[src/rtl/frt_pkg.sv]
package frt_pkg;

    localparam int DATA_W = 8;
    localparam int CNT_W  = 2 * DATA_W;
    localparam int ADDR_W = 3;
    localparam int PS_W   = 3;
    localparam int SYNC_N = 3;

    localparam logic [CNT_W-1:0] CNT_MAX = {CNT_W{1'b1}};
    localparam logic [CNT_W-1:0] RELOAD  = CNT_MAX - CNT_W'(3);

    typedef enum logic [1:0] {
        CK_DIV2 = 2'd0,
        CK_DIV4 = 2'd1,
        CK_DIV8 = 2'd2,
        CK_EXT  = 2'd3
    } clk_sel_e;

    typedef enum logic [ADDR_W-1:0] {
        A_CTRL   = 3'd0,
        A_STAT   = 3'd1,
        A_CNT_HI = 3'd2,
        A_CNT_LO = 3'd3,
        A_ALT_HI = 3'd4,
        A_ALT_LO = 3'd5
    } addr_e;

    typedef struct packed {
        logic     irq_en;
        logic     rise_edge;
        clk_sel_e sel;
    } ctrl_t;

    localparam ctrl_t CTRL_RST = '{irq_en: 1'b0, rise_edge: 1'b0, sel: CK_DIV2};

    function automatic logic [PS_W-1:0] div_mask(input clk_sel_e s);
        case (s)
            CK_DIV2: div_mask = PS_W'(1);
            CK_DIV4: div_mask = PS_W'(3);
            default: div_mask = PS_W'(7);
        endcase
    endfunction

    function automatic logic [DATA_W-1:0] ctrl_to_byte(input ctrl_t c);
        ctrl_to_byte = {c.irq_en, 4'b0000, c.rise_edge, c.sel};
    endfunction

    function automatic ctrl_t byte_to_ctrl(input logic [DATA_W-1:0] b);
        ctrl_t c;
        c.irq_en    = b[7];
        c.rise_edge = b[2];
        c.sel       = clk_sel_e'(b[1:0]);
        byte_to_ctrl = c;
    endfunction

    function automatic logic is_count_addr(input logic [ADDR_W-1:0] a);
        is_count_addr = (a == A_CNT_HI) || (a == A_CNT_LO) ||
                        (a == A_ALT_HI) || (a == A_ALT_LO);
    endfunction

endpackage

[src/rtl/frt_tick_gen.sv]
module frt_tick_gen
    import frt_pkg::*;
(
    input  logic     clk,
    input  logic     rst,
    input  clk_sel_e sel,
    input  logic     rise_edge,
    input  logic     restart,
    input  logic     ext_clk,
    output logic     tick
);

    logic [PS_W-1:0]   ps_q;
    logic [SYNC_N-1:0] sync_q;
    logic              int_tick;
    logic              ext_tick;
    logic              s_new;
    logic              s_old;

    always_ff @(posedge clk) begin
        if (rst || restart) begin
            ps_q <= '0;
        end else begin
            ps_q <= ps_q + PS_W'(1);
        end
    end

    always_ff @(posedge clk) begin
        if (rst) begin
            sync_q <= '0;
        end else begin
            sync_q <= {sync_q[SYNC_N-2:0], ext_clk};
        end
    end

    assign s_new    = sync_q[SYNC_N-2];
    assign s_old    = sync_q[SYNC_N-1];
    assign int_tick = ((ps_q & div_mask(sel)) == div_mask(sel));
    assign ext_tick = rise_edge ? (s_new && !s_old) : (!s_new && s_old);

    always_comb begin
        if (sel == CK_EXT) begin
            tick = ext_tick;
        end else begin
            tick = int_tick;
        end
    end

    AST_TICK_SPACING: assert property (@(posedge clk) disable iff (rst)
        (tick && sel != CK_EXT) |=> (!tick || sel == CK_EXT));

endmodule

[src/rtl/frt_counter.sv]
module frt_counter
    import frt_pkg::*;
(
    input  logic             clk,
    input  logic             rst,
    input  logic             tick,
    input  logic             load,
    output logic [CNT_W-1:0] count,
    output logic             wrap
);

    assign wrap = tick && !load && (count == CNT_MAX);

    always_ff @(posedge clk) begin
        if (rst || load) begin
            count <= RELOAD;
        end else if (tick) begin
            count <= count + CNT_W'(1);
        end
    end

    AST_RESET_VALUE: assert property (@(posedge clk)
        rst |=> (count == RELOAD));

    AST_WRITE_RELOAD: assert property (@(posedge clk) disable iff (rst)
        load |=> (count == RELOAD));

    AST_HOLD_NO_TICK: assert property (@(posedge clk) disable iff (rst)
        (!tick && !load) |=> $stable(count));

    AST_WRAP_ZERO: assert property (@(posedge clk) disable iff (rst)
        wrap |=> (count == '0));

endmodule

[src/rtl/frt_regs.sv]
module frt_regs
    import frt_pkg::*;
(
    input  logic              clk,
    input  logic              rst,
    input  logic [ADDR_W-1:0] addr,
    input  logic [DATA_W-1:0] wdata,
    input  logic              wr_en,
    input  logic              rd_en,
    input  logic [CNT_W-1:0]  count,
    input  logic              wrap,
    output ctrl_t             ctrl,
    output logic              cnt_load,
    output logic [DATA_W-1:0] rdata,
    output logic              irq
);

    logic              ovf_flag;
    logic              clr_armed;
    logic              lo_valid;
    logic [DATA_W-1:0] lo_buf;
    logic              rd_stat;
    logic              rd_hi;
    logic              rd_lo;
    logic              rd_main_lo;
    logic [DATA_W-1:0] lo_view;

    assign rd_stat    = rd_en && (addr == A_STAT);
    assign rd_hi      = rd_en && ((addr == A_CNT_HI) || (addr == A_ALT_HI));
    assign rd_lo      = rd_en && ((addr == A_CNT_LO) || (addr == A_ALT_LO));
    assign rd_main_lo = rd_en && (addr == A_CNT_LO);
    assign cnt_load   = wr_en && is_count_addr(addr);

    always_ff @(posedge clk) begin
        if (rst) begin
            ctrl <= CTRL_RST;
        end else if (wr_en && addr == A_CTRL) begin
            ctrl <= byte_to_ctrl(wdata);
        end
    end

    always_ff @(posedge clk) begin
        if (rst) begin
            ovf_flag  <= 1'b0;
            clr_armed <= 1'b0;
        end else if (wrap) begin
            ovf_flag  <= 1'b1;
            clr_armed <= 1'b0;
        end else if (rd_main_lo && clr_armed) begin
            ovf_flag  <= 1'b0;
            clr_armed <= 1'b0;
        end else if (rd_stat && ovf_flag) begin
            clr_armed <= 1'b1;
        end
    end

    always_ff @(posedge clk) begin
        if (rst) begin
            lo_buf   <= '0;
            lo_valid <= 1'b0;
        end else if (rd_hi) begin
            lo_buf   <= count[DATA_W-1:0];
            lo_valid <= 1'b1;
        end else if (rd_lo) begin
            lo_valid <= 1'b0;
        end
    end

    assign lo_view = lo_valid ? lo_buf : count[DATA_W-1:0];

    always_comb begin
        rdata = '0;
        if (addr == A_CTRL) begin
            rdata = ctrl_to_byte(ctrl);
        end else if (addr == A_STAT) begin
            rdata = {ovf_flag, {(DATA_W-1){1'b0}}};
        end else if (addr == A_CNT_HI || addr == A_ALT_HI) begin
            rdata = count[CNT_W-1:DATA_W];
        end else if (addr == A_CNT_LO || addr == A_ALT_LO) begin
            rdata = lo_view;
        end
    end

    assign irq = ovf_flag && ctrl.irq_en;

    AST_FLAG_ON_WRAP: assert property (@(posedge clk) disable iff (rst)
        wrap |=> ovf_flag);

    AST_ALT_READ_KEEPS: assert property (@(posedge clk) disable iff (rst)
        (rd_en && addr == A_ALT_LO && ovf_flag) |=> ovf_flag);

    AST_CLEAR_NEEDS_LOW_READ: assert property (@(posedge clk) disable iff (rst)
        $fell(ovf_flag) |-> $past(rd_en && addr == A_CNT_LO));

    AST_COHERENT_LOW: assert property (@(posedge clk) disable iff (rst)
        ($past(rd_en && addr == A_CNT_HI) && rd_en && addr == A_CNT_LO)
            |-> (rdata == $past(count[DATA_W-1:0])));

    AST_IRQ_NEEDS_FLAG: assert property (@(posedge clk) disable iff (rst)
        irq |-> ovf_flag);

endmodule

[src/rtl/frt_timer.sv]
module frt_timer
    import frt_pkg::*;
(
    input  logic              clk,
    input  logic              rst,
    input  logic [ADDR_W-1:0] bus_addr,
    input  logic [DATA_W-1:0] bus_wdata,
    input  logic              bus_wr,
    input  logic              bus_rd,
    output logic [DATA_W-1:0] bus_rdata,
    input  logic              ext_clk,
    output logic              irq
);

    ctrl_t            ctrl;
    logic             tick;
    logic             cnt_load;
    logic             wrap;
    logic [CNT_W-1:0] count;

    frt_tick_gen u_tick (
        .clk       (clk),
        .rst       (rst),
        .sel       (ctrl.sel),
        .rise_edge (ctrl.rise_edge),
        .restart   (cnt_load),
        .ext_clk   (ext_clk),
        .tick      (tick)
    );

    frt_counter u_cnt (
        .clk   (clk),
        .rst   (rst),
        .tick  (tick),
        .load  (cnt_load),
        .count (count),
        .wrap  (wrap)
    );

    frt_regs u_regs (
        .clk      (clk),
        .rst      (rst),
        .addr     (bus_addr),
        .wdata    (bus_wdata),
        .wr_en    (bus_wr),
        .rd_en    (bus_rd),
        .count    (count),
        .wrap     (wrap),
        .ctrl     (ctrl),
        .cnt_load (cnt_load),
        .rdata    (bus_rdata),
        .irq      (irq)
    );

    AST_RESET_QUIET: assert property (@(posedge clk)
        rst |=> (!irq && ctrl == CTRL_RST));

endmodule

[config.mk]
export PLATFORM = sky130hd
export DESIGN_NAME = frt_timer
export DESIGN_NICKNAME = d
export VERILOG_FILES = /design/src/rtl/frt_pkg.sv /design/src/rtl/frt_tick_gen.sv /design/src/rtl/frt_counter.sv /design/src/rtl/frt_regs.sv /design/src/rtl/frt_timer.sv
export SDC_FILE = /design/constraint.sdc
export NUM_CORES = 1
export LEC_CHECK = 0
export ABC_AREA = 1
export BUFFER_PORTS_ARGS = -buffer_cell sky130_fd_sc_hd__buf_2
export CORE_UTILIZATION = 46
export DETAILED_ROUTE_END_ITERATION = 7
export PLACE_DENSITY = 0.66
export SYNTH_ARGS = -nofsm -noshare
export SYNTH_HDL_FRONTEND = slang
export SYNTH_HIERARCHICAL = 1
export SYNTH_SLANG_ARGS = --single-unit
[constraint.sdc]
create_clock -name clk -period 1.95 [get_ports clk]
set_clock_uncertainty 0.05 [all_clocks]
set_input_delay 0.0975 -clock clk [delete_from_list [all_inputs] [get_ports clk]]
set_output_delay 0.0975 -clock clk [all_outputs]
set_load 0.05 [all_outputs]
Word-level counts from Yosys, hierarchy flattened
Cells that the tools add are included.
- output and inout port bits: 9
- word-level logic and storage cells: 61
- register bits: 37
- input port bits: 16
- multiplexer cells: 12
- add/subtract/negate cells: 2
- bitwise operators: 1
- eq/ne operators: 9
- reduce and logical (&&, ||, !) cells: 27
- operators by type and width (cell ; number):
    two-way mux 8 bit ; 5
    adder 16 x 1 -> 16 bit, second input constant ; 1
    == test 16 bit, second input constant ; 1
    logical AND 1 bit ; 13
    == test 3 x 2 -> 1 bit, second input constant ; 2
    == test 3 bit, second input constant ; 2
    logical OR 1 bit ; 6
    two-way mux 1 bit ; 6
    case mux 3 bit (2 select lines) ; 1
    nonzero test 2 bit ; 2
    adder 3 x 1 -> 3 bit, second input constant ; 1
    AND 3 bit ; 1
    == test 3 x 1 -> 1 bit, second input constant ; 1
    == test 3 bit ; 1
    zero test 1 bit ; 3
    zero test 3 bit ; 1
    OR reduction 3 bit ; 1
    == test 2 x 1 -> 1 bit, second input constant ; 1
    == test 2 bit, second input constant ; 1
    zero test 2 bit ; 1

Depth between registers and ports, before layout
Gate-level depths: netlist of run 1.
- depth in word-level cells: 9
- mapped depth: 12
- mapped depth without buffers: 12

Hierarchy
The synthesis of run 1 kept the hierarchy.
- by module, submodules not included (module ; sequential area each (sq um) ; times used ; area an instance (sq um) ; cells each):
    frt_regs ; 300.3 ; 1 ; 905.9 ; 155
    frt_counter ; 320.3 ; 1 ; 848.3 ; 117
    frt_tick_gen ; 120.1 ; 1 ; 252.7 ; 34

Least setup slack after synthesis of run 1
No wires, ideal clock.
- path type: register to register
- start point: register, netlist name u_regs/ctrl[1]
- end point: register u_regs.clr_armed
- period minus slack after synthesis: 1.507 ns
- path buffers: 0
- path slack: 0.443 ns
- cell stages (with the launch flop): 13
- data arrival time: 1.348 ns
- setup time: 0.109 ns
- required time: 1.791 ns
- path through: dfxtp_1 -> nand2_1 -> nand2_1 -> nor2_1 -> nand2_1 -> nand2_1 -> inv_2 -> nor2_1 -> nand3_2 -> nor3_2 -> nor2_1 -> nand2_1 -> inv_1
- longest elaborated chain between the ends: 8
- elaborated cells on any way between the ends: 10
- those cells by class: eq/ne (3); mux (2); bitwise (1); reduce/logical (4)
- RTL lines (what ; RTL line ; source):
    == test 2 x 1 -> 1 bit / zero test 2 bit (equally long branches) ; frt_pkg.sv:37 ; case (s)
    case mux 3 bit (2 select lines) ; frt_pkg.sv:37 ;
    AND 3 bit ; frt_tick_gen.sv:38 ; assign int_tick = ((ps_q & div_mask(sel)) == div_mask(sel));
    == test 3 bit ; frt_tick_gen.sv:38 ;
    two-way mux 1 bit * ; frt_tick_gen.sv:42 ; if (sel == CK_EXT) begin
    net tick ; frt_timer.sv:16 ; logic tick;
    logical AND 1 bit * (2 in a row) ; frt_counter.sv:12 ; assign wrap = tick && !load && (count == CNT_MAX);
    net wrap ; frt_timer.sv:18 ; logic wrap;
    OR reduction 3 bit (no source line) * ; - ;
    to (signal assigned) ; frt_regs.sv:45 ; clr_armed <= 1'b0;
    to (signal assigned) ; frt_regs.sv:48 ; clr_armed <= 1'b0;
    to (signal assigned) ; frt_regs.sv:51 ; clr_armed <= 1'b0;
    to (decl) ; frt_regs.sv:19 ; logic clr_armed;
Mark *: on every way through the listed nets, which the timed path passes. The rest lies on a longest branch.
A chain may end at the register's enable or synchronous reset.

Worst setup path after layout of run 1
- start point: register u_regs.lo_valid
- end point: output port bus_rdata[6]
- longest elaborated chain between the ends: 5
- RTL lines (what ; RTL line ; source):
    from (decl) ; frt_regs.sv:20 ; logic lo_valid;
    from (signal assigned) ; frt_regs.sv:60 ; lo_valid <= 1'b0;
    from (signal assigned) ; frt_regs.sv:63 ; lo_valid <= 1'b1;
    from (signal assigned) ; frt_regs.sv:65 ; lo_valid <= 1'b0;
    two-way mux 8 bit ; frt_regs.sv:69 ; assign lo_view = lo_valid ? lo_buf : count[DATA_W-1:0];
    two-way mux 8 bit ; frt_regs.sv:79 ; end else if (addr == A_CNT_LO || addr == A_ALT_LO) begin
    two-way mux 8 bit ; frt_regs.sv:77 ; end else if (addr == A_CNT_HI || addr == A_ALT_HI) begin
    two-way mux 8 bit ; frt_regs.sv:75 ; end else if (addr == A_STAT) begin
    two-way mux 8 bit ; frt_regs.sv:73 ; if (addr == A_CTRL) begin
    to (decl) ; frt_timer.sv:10 ; output logic [DATA_W-1:0] bus_rdata,
No other way between the ends.

==> results.json, run 1 <==
{
  "syn_avg_cell_area_um2": 6.56,
  "rr_worst_depth": 12,
  "num_vias": 1911,
  "cts_buffers": 5,
  "power_density_nw_per_um2": 749,
  "dieArea_um2": 4630,
  "clock-sinks": 37,
  "fin_crit_sh_pct": 90.0,
  "leakagePower_nw": 1.23,
  "multiInputGateArea_um2": 1070,
  "io-pin-count": 25,
  "min_period_ns": 1.76,
  "synth-async-reset-ratio_pct": 0,
  "max_freq_mhz": 570,
  "synth.cell_area_um2": 2010,
  "wl_met2_um": 1990,
  "dr.max_layer_used": "met4",
  "routabilityCongestion": 0.882,
  "outcome": "complete, no violations",
  "tightest_slew_ns": 0.491,
  "crit_type": "reg2out",
  "fin_util_pct": 57.0,
  "synth_warnings": 6,
  "seq_area_frac_synth_pct": 36.9,
  "wl_met3_um": 165,
  "drive_gt1_share_pct": 16.6,
  "setup_viol": 0,
  "synthTopCellsByArea": "dfxtp_1, nand2_1, inv_1",
  "regArea_um2": 741,
  "io_buffers": 20,
  "clkTransAtPathRegs_ns": 0.08,
  "rr_endpoint": "u_regs/clr_armed",
  "slew_violations": 0,
  "hold_path.class": "in2reg",
  "ys_top_cells_by_count": "nand2_1, inv_1, dfxtp_1",
  "antenna_found_initial": 0,
  "hold_path_end": "u_regs/ctrl[3]",
  "min_from": "bus_wdata[7]",
  "routed_wl_um": 4530,
  "synth_cells": 306,
  "fill_cells": 403,
  "critPathMaxFanout": 17,
  "grt_max_degree": 18,
  "hpwl_um": 3390,
  "cts_max_path_buffers": 2,
  "worstHoldPathCells": 3,
  "initial_core_util_pct": 49.1,
  "cts_root_buf": "clkbuf_8",
  "antennaDiodeCount": 0,
  "coreArea_um2": 4090,
  "post-synth-top-count-cell": "nand2_1",
  "die_w_um": 68.1,
  "slew_headroom_pct": 67.2,
  "drt_iter0_drc": 123,
  "fin_nets": 355,
  "synth_top_cell_area_share_pct": 36.9,
  "grt.overflow.total": 0,
  "clock_latency_ns": 0.29,
  "drc": 0,
  "cp-start-kind": "flop",
  "wirelength_met1_um": 2320,
  "die_y_um": 68.1,
  "wl_per_cell_um": 11.7,
  "fp-row-count": 23,
  "ir_drop_v": 0.000387,
  "viasPerCell": 4.93,
  "synth_top_flop_cell": "dfxtp_1",
  "synth_nets": 324,
  "cp-end-kind": "primary output",
  "cp.arrival_ns": 1.61,
  "ys_ff_latch": 37,
  "grt_usage_pct": 21.2,
  "area_growth_pct": 16.0,
  "rsz0062_at_grt": "false",
  "cts_tree": "done",
  "htreeDepth": 2,
  "synth_area_leader_cell": "dfxtp_1",
  "grt_pass1_vias": 1518,
  "r2r-start": "u_regs/ctrl[1]",
  "fin_tns_setup_ns": 0,
  "r2r_setup_slack_ns": 0.21,
  "power_mw": 1.74,
  "synth-edff-count": 0,
  "yosysUniqueCellTypes": 31,
  "antenna_left": 0,
  "firstDrtPassIters": 4,
  "hold_viol": 0,
  "required_ns": 1.80,
  "drv_cap": 0,
  "grt_pass1_wl_um": 7070,
  "post-cts-setup-buffers": 0
}
worst max-delay path by stage:
| stage | startpoint | to |
|---|---|---|
| floorplan | u_regs/ctrl[1] | u_regs/clr_armed |
| global placement | u_regs/ctrl[1] | u_regs/clr_armed |
| detailed placement | u_regs/ctrl[1] | u_regs/clr_armed |
| CTS | u_regs/ctrl[1] | u_regs/clr_armed |
| global route | u_regs/lo_valid | bus_rdata[6] |
| finish | u_regs/lo_valid | bus_rdata[6] |
state kept, by name, indices dropped and copies added, names as in the netlist:
register and cells:
u_cnt/count 16, u_regs/clr_armed 1, u_regs/ctrl 4, u_regs/lo_buf 8
u_regs/lo_valid 1, u_regs/ovf_flag 1, u_tick/ps_q 3, u_tick/sync_q 3
metrics by stage:
step	instance area (um2)	hold slack (ns)	worst slack, ns	instances
6_report	2330	0.0180	0.195	388
2_1_floorplan	2010	0.117	0.443	306
3_3_place_gp	2200	0.255	0.277	379
4_1_cts	2330	0.0171	0.213	388
5_1_grt	2330	0.0140	0.0404	388
3_5_place_dp	2200	0.283	0.244	379
area by class of cell:
type | count | share of cell area (%)
multi-input combinational | 219 | 45.9
timing repair buffer | 28 | 6.99
sequential | 37 | 31.8
tap | 50 | 2.69
inverter | 46 | 7.42
clock buffer | 6 | 3.55
clock inverter | 2 | 1.61
cell families after synthesis:
family / share of synthesized area, %
AND/OR/NAND/NOR: 43.0
adder cells (fa/ha/maj): 1.25
flip-flops: 36.9
buffers and inverters: 9.85
AO/OA/AOI/OAI: 8.17
XOR/XNOR: 0.873
power breakdown:
| group | switching, mW | internal (mW) | leakage, nW | total (mW) |
|---|---|---|---|---|
| clock network | 0.287 | 0.416 | 0.0574 | 0.703 |
| registers | 0.0166 | 0.777 | 0.301 | 0.794 |
| logic | 0.173 | 0.0746 | 0.872 | 0.247 |
| total | 0.477 | 1.27 | 1.23 | 1.74 |
metal layers:
layer  vias to the layer above  global-route usage (%)
met5                         -                       0
met4                         0                    7.81
met3                         5                    5.50
met2                        27                    33.1
met1                       852                    27.7
li1                       1027                       -
critical path, stage by stage (launching register included):
cell	delay, ns
dfxtp_1	0.63
nand2_1	0.09
o21ai_0	0.14
nand2_1	0.09
nand2_1	0.09
buf_2	0.26
timing repair:
| action | 4_1_cts | 5_1_grt |
|---|---|---|
| hold endpoints to repair | 1 | 0 |
| hold buffers | 1 | 0 |
| gates resized for setup | 0 | 0 |
cells in the final DEF, fill, tap and decap left out, types with 2 or more instances in the layout:
master and instances:
a21oi_1 11, buf_2 20, buf_4 7, clkbuf_8 6
dfxtp_1 37, ha_1 2, inv_1 44, nand2_1 95
nand2_2 2, nand3_1 25, nand3_2 2, nand3b_1 2
nand4_1 7, nor2_1 34, nor2_2 7, nor2_4 3
nor3_2 2, o21ai_0 15, xnor2_1 2
Note: power is estimated with default switching activity, not from simulation.
==> run 2, diff against run 1 <==
--- a/config.mk
+++ b/config.mk
@@ -10,6 +10,7 @@
 export CORE_UTILIZATION = 46
 export DETAILED_ROUTE_END_ITERATION = 7
 export PLACE_DENSITY = 0.66
+export REMOVE_ABC_BUFFERS = 1
 export SYNTH_ARGS = -nofsm -noshare
 export SYNTH_HDL_FRONTEND = slang
 export SYNTH_HIERARCHICAL = 1
==> run 2 against run 1 <==
Hold slack better by 0.00099 ns. Routed wire length down 3.4%. Final cell count down 0.77%. Clock-buffer cell count up 1. Sequential share of layout area up 0.57 points. Die area unchanged. First-iteration DRC count up 4.9%. Largest cell class unchanged. Highest routed layer unchanged.
==> results.json, run 2 (synthesis results as in run 1) <==
{
  "outcome": "complete, no violations",
  "path_cells": "nand2_1 -> o21ai_0 -> nand2_1 -> nand3_1 -> buf_2",
  "fin_crit_sh_pct": 88.2,
  "use_met1_pct": 26.6,
  "fill_cells": 411,
  "cp.arrival_ns": 1.57,
  "slew_violations": 0,
  "r2r-start": "u_regs/ctrl[1]",
  "cp-end-kind": "primary output",
  "grt.overflow.total": 0,
  "rr_endpoint": "u_regs/clr_armed",
  "rr_worst_depth": 12,
  "cpMostUsedCell": "nand2_1",
  "grt_max_degree": 18,
  "largest_reg_flops": 16,
  "dp_slack_ns": 0.281,
  "post-cts-setup-buffers": 0,
  "rsz0062_at_grt": "false",
  "fp-row-count": 23,
  "crit_type": "reg2out",
  "wl_per_cell_um": 11.4,
  "drt_iter0_drc": 129,
  "cp-start-kind": "flop",
  "hold_viol": 0,
  "fin_tns_setup_ns": 0,
  "cts_tree": "done",
  "routabilityCongestion": 0.852,
  "r2r_setup_slack_ns": 0.25,
  "critPathMaxFanout": 17,
  "cpMaxStageDelayCell": "dfxtp_1",
  "antenna_left": 0,
  "htreeDepth": 2,
  "antenna_found_initial": 0,
  "clock_latency_ns": 0.29,
  "fin_util_pct": 55.9,
  "leakagePower_nw": 1.21,
  "hold_path_end": "u_regs/ctrl[3]",
  "worstHoldPathCells": 3,
  "firstDrtPassIters": 4,
  "cts_buffers": 5,
  "die_w_um": 68.1,
  "tightest_slew_ns": 0.493,
  "cts_root_buf": "clkbuf_8",
  "routed_wl_um": 4370,
  "io_buffers": 20,
  "ir_drop_v": 0.000358,
  "clock-sinks": 37,
  "area_growth_pct": 13.9,
  "crit_start": "u_regs/lo_valid",
  "crit_path_max_incr_delay_ns": 0.63,
  "min_from": "bus_wdata[7]",
  "grt_use_met3_pct": 5.00,
  "io-pin-count": 25,
  "max_freq_mhz": 581,
  "drv_cap": 0,
  "grt_most_used_layer": "met2",
  "regMostFlops": "u_cnt/count",
  "hold_path.class": "in2reg",
  "grt_usage_pct": 21.3,
  "grt_pass1_vias": 1649,
  "die_y_um": 68.1,
  "power_density_nw_per_um2": 713,
  "num_vias": 1902,
  "fin_ws_ns": 0.230,
  "final_cell_mix": "nand2_1, inv_1, dfxtp_1",
  "initial_core_util_pct": 49.1,
  "top_regs": "u_cnt/count (16), u_regs/lo_buf (8), u_regs/ctrl (4)",
  "cts_max_path_buffers": 2,
  "use_met2_pct": 34.4,
  "cp_top_family": "flip-flops",
  "final_common_cell": "nand2_1",
  "setup_viol": 0,
  "antennaDiodeCount": 0,
  "coreArea_um2": 4090,
  "viasPerCell": 4.94,
  "slew_headroom_pct": 67.1,
  "grt_pass1_wl_um": 7110,
  "required_ns": 1.80,
  "hpwl_um": 3200,
  "drc": 0,
  "fin_nets": 352,
  "clkTransAtPathRegs_ns": 0.07,
  "path_buf_inv": 1,
  "min_period_ns": 1.72,
  "dieArea_um2": 4630,
  "drive_gt1_share_pct": 15.8
}
==> run 2: layout make-up <==
type / instances / area [um2] / area share [%]
clock buffer: 7 / 96.3 / 4.21
clock inverter: 1 / 5.00 / 0.219
inverter: 46 / 173 / 7.55
multi-input combinational: 219 / 1070 / 46.7
sequential: 37 / 741 / 32.4
tap: 50 / 62.6 / 2.74
timing repair buffer: 25 / 140 / 6.13
==> run 2: worst max path at each step <==
stage / end / slack (ns) / cells after the start
finish: bus_rdata[2] / 0.23 / 5
CTS: bus_rdata[1] / 0.21 / 5
floorplan: u_regs/clr_armed / 0.44 / 12
global placement: u_regs/clr_armed / 0.29 / 12
detailed placement: u_regs/clr_armed / 0.28 / 12
global route: u_cnt/count[7] / 0.06 / 11
==> run 2: per-stage QoR <==
step / instances / area (um2) / hold slack [ns] / power, mW
after CTS: 385 / 2290 / 0.00381 / 1.65
final: 385 / 2290 / 0.0190 / 1.63
after global placement: 376 / 2170 / 0.255 / 1.05
after global routing: 385 / 2290 / 0.0280 / 1.71
after detailed placement: 376 / 2170 / 0.270 / 1.05
after floorplan: 302 / 1980 / 0.117 / 0.982
==> run 2: repair_timing <==
| action | CTS | global route |
|---|---|---|
| resized for setup | 0 | 0 |
| hold endpoints to repair | 1 | 0 |
| hold buffers | 1 | 0 |
==> run 2: tightest hold or removal path, stage by stage <==
cell and delay [ns]:
buf_2 0.09, nand3_1 0.07, a21oi_1 0.06
==> run 2: power breakdown <==
| group | total [mW] | switching (mW) | internal [mW] |
|---|---|---|---|
| clock | 0.593 | 0.273 | 0.319 |
| combinational | 0.243 | 0.170 | 0.0731 |
| sequential | 0.794 | 0.0168 | 0.777 |
==> run 2: routing by layer <==
| layer | up-vias | wire length (um) |
|---|---|---|
| li1 | 1020 | - |
| met1 | 838 | 2210 |
| met2 | 39 | 1890 |
| met3 | 5 | 195 |
| met4 | 0 | 70 |
| met5 | - | 0 |
==> run 3, diff against run 2 <==
--- a/config.mk
+++ b/config.mk
@@ -7,6 +7,7 @@
 export LEC_CHECK = 0
 export ABC_AREA = 1
 export BUFFER_PORTS_ARGS = -buffer_cell sky130_fd_sc_hd__buf_2
+export CORE_MARGIN = 1.5
 export CORE_UTILIZATION = 46
 export DETAILED_ROUTE_END_ITERATION = 7
 export PLACE_DENSITY = 0.66
==> constraint.sdc (replaced) <==
create_clock -name clk -period 1.95 [get_ports clk]
set_clock_uncertainty 0.05 [all_clocks]
set_input_delay 0.195 -clock clk [delete_from_list [all_inputs] [get_ports clk]]
set_output_delay 0.195 -clock clk [all_outputs]
set_load 0.05 [all_outputs]
==> run 3 against run 2 <==
First-iteration DRC count down 25%. Die area up 3.0%. Combinational power down 2%. Clock power about the same. Sequential cell count unchanged. Via count down 0.79%. Power about the same. Final area down 0.38%. Critical endpoint unchanged. Largest cell class unchanged.
==> results.json, run 3 (synthesis results as in run 1) <==
{
  "tightest_slew_ns": 0.331,
  "drc": 0,
  "path_buf_inv": 2,
  "rr_worst_depth": 12,
  "drive_gt1_share_pct": 16.2,
  "fin_util_pct": 55.7,
  "grt_pass1_wl_um": 7390,
  "fin_nets": 351,
  "path_cells": "inv_1 -> o21ai_0 -> nand2_1 -> nand3_1 -> buf_2",
  "htreeDepth": 2,
  "routabilityCongestion": 0.859,
  "cp.arrival_ns": 1.48,
  "largest_reg_flops": 16,
  "min_from": "ext_clk",
  "cts_buffers": 5,
  "antenna_found_initial": 0,
  "max_freq_mhz": 581,
  "regMostFlops": "u_cnt/count",
  "crit_start": "u_cnt/count[2]",
  "drt_iter0_drc": 97,
  "antenna_left": 0,
  "required_ns": 1.70,
  "grt_usage_pct": 19.0,
  "final_common_cell": "nand2_1",
  "drv_cap": 0,
  "dieArea_um2": 4770,
  "antennaDiodeCount": 0,
  "final_cell_mix": "nand2_1, inv_1, dfxtp_1",
  "top_regs": "u_cnt/count (16), u_regs/lo_buf (8), u_regs/ctrl (4)",
  "critPathMaxFanout": 8,
  "r2r-start": "u_regs/ctrl[1]",
  "wl_per_cell_um": 11.3,
  "viasPerCell": 4.91,
  "hpwl_um": 3200,
  "num_vias": 1887,
  "die_y_um": 69.1,
  "min_period_ns": 1.72,
  "dp_slack_ns": 0.249,
  "grt_max_degree": 18,
  "cp-start-kind": "flop",
  "clock_latency_ns": 0.29,
  "cp_num_cells": 5,
  "firstDrtPassIters": 4,
  "worstHoldPathCells": 3,
  "cp_top_family": "flip-flops",
  "hold_viol": 0,
  "clkTransAtPathRegs_ns": 0.07,
  "power_mw": 1.63,
  "cpMaxStageDelayCell": "dfxtp_1",
  "fin_tns_setup_ns": 0,
  "die_w_um": 69.1,
  "outcome": "complete, no violations",
  "clock-sinks": 37,
  "setup_viol": 0,
  "power_density_nw_per_um2": 715,
  "cp-end-kind": "primary output",
  "dpl.cell_count": 376,
  "cts_root_buf": "clkbuf_8",
  "hold_path.class": "in2reg",
  "area_growth_pct": 13.5,
  "io-pin-count": 25,
  "fin_crit_sh_pct": 88.2,
  "grt_pass1_vias": 1630,
  "grt.overflow.total": 0,
  "fp-row-count": 23,
  "slew_headroom_pct": 77.9,
  "io_buffers": 20,
  "crit_path_max_incr_delay_ns": 0.48,
  "coreArea_um2": 4090,
  "leakagePower_nw": 1.21,
  "fin_cells": 384,
  "crit_type": "reg2out",
  "cts_tree": "done",
  "fin_ws_ns": 0.230,
  "ir_drop_v": 0.000404,
  "routed_wl_um": 4340,
  "cts_max_path_buffers": 2,
  "rsz0062_at_grt": "false",
  "initial_core_util_pct": 49.1,
  "slew_violations": 0
}
[run 3: cell count changes in the layout (fill, tap and decap cells not counted), sizes merged]
cell         before  now
dlygate4sd3       1    0
[run 3: area by class of cell]
cell class / count / area (um2)
Timing Repair Buffer: 24 / 130
Clock inverter: 1 / 5.00
Tap cell: 50 / 62.6
Clock buffer: 7 / 96.3
Sequential cell: 37 / 742
Multi-Input combinational cell: 219 / 1070
Inverter: 46 / 173
Fill cell: 406 / 1810
[run 3: worst reg2reg max path: cells and delay by family, from the launching register on]
kind / cells / cell delay (ns)
and+or+nand+nor: 10 / 1.12
buffers and inverters: 2 / 0.08
DFF: 1 / 0.35
[run 3: stage by stage]
step | hold WS [ns] | instance area [um2]
after floorplan | 0.214 | 1980
after global placement | 0.340 | 2170
after detailed placement | 0.350 | 2170
after CTS | 0.0635 | 2280
after global routing | 0.0645 | 2280
final | 0.0730 | 2280
[run 3: what timing repair did]
| action | in CTS | in global routing |
|---|---|---|
| setup endpoints to repair | 0 | 1 |
| setup buffers | 0 | 0 |
| resized for setup | 0 | 1 |
| hold buffers | 0 | 0 |
| endpoints found under the hold margin | 0 | 0 |
[run 3: routing by layer]
metal | global-route usage, % | vias up | wire (um)
met5 | 0 | - | 0
met2 | 27.5 | 37 | 1870
met3 | 4.53 | 5 | 176
met1 | 27.6 | 826 | 2230
met4 | 6.54 | 0 | 65
li1 | - | 1019 | -
[run 3: final timing paths]
check	endpoint	slack [ns]
worst min-delay path	u_tick/sync_q[0]	0.07
worst min register to register	u_tick/sync_q[1]	0.36
worst max register to register	u_regs/clr_armed	0.26
worst max-delay path	bus_rdata[2]	0.23
[run 3: power by group]
| group | internal [mW] | switching (mW) |
|---|---|---|
| logic | 0.0704 | 0.169 |
| clock network | 0.320 | 0.275 |
| registers | 0.777 | 0.0178 |
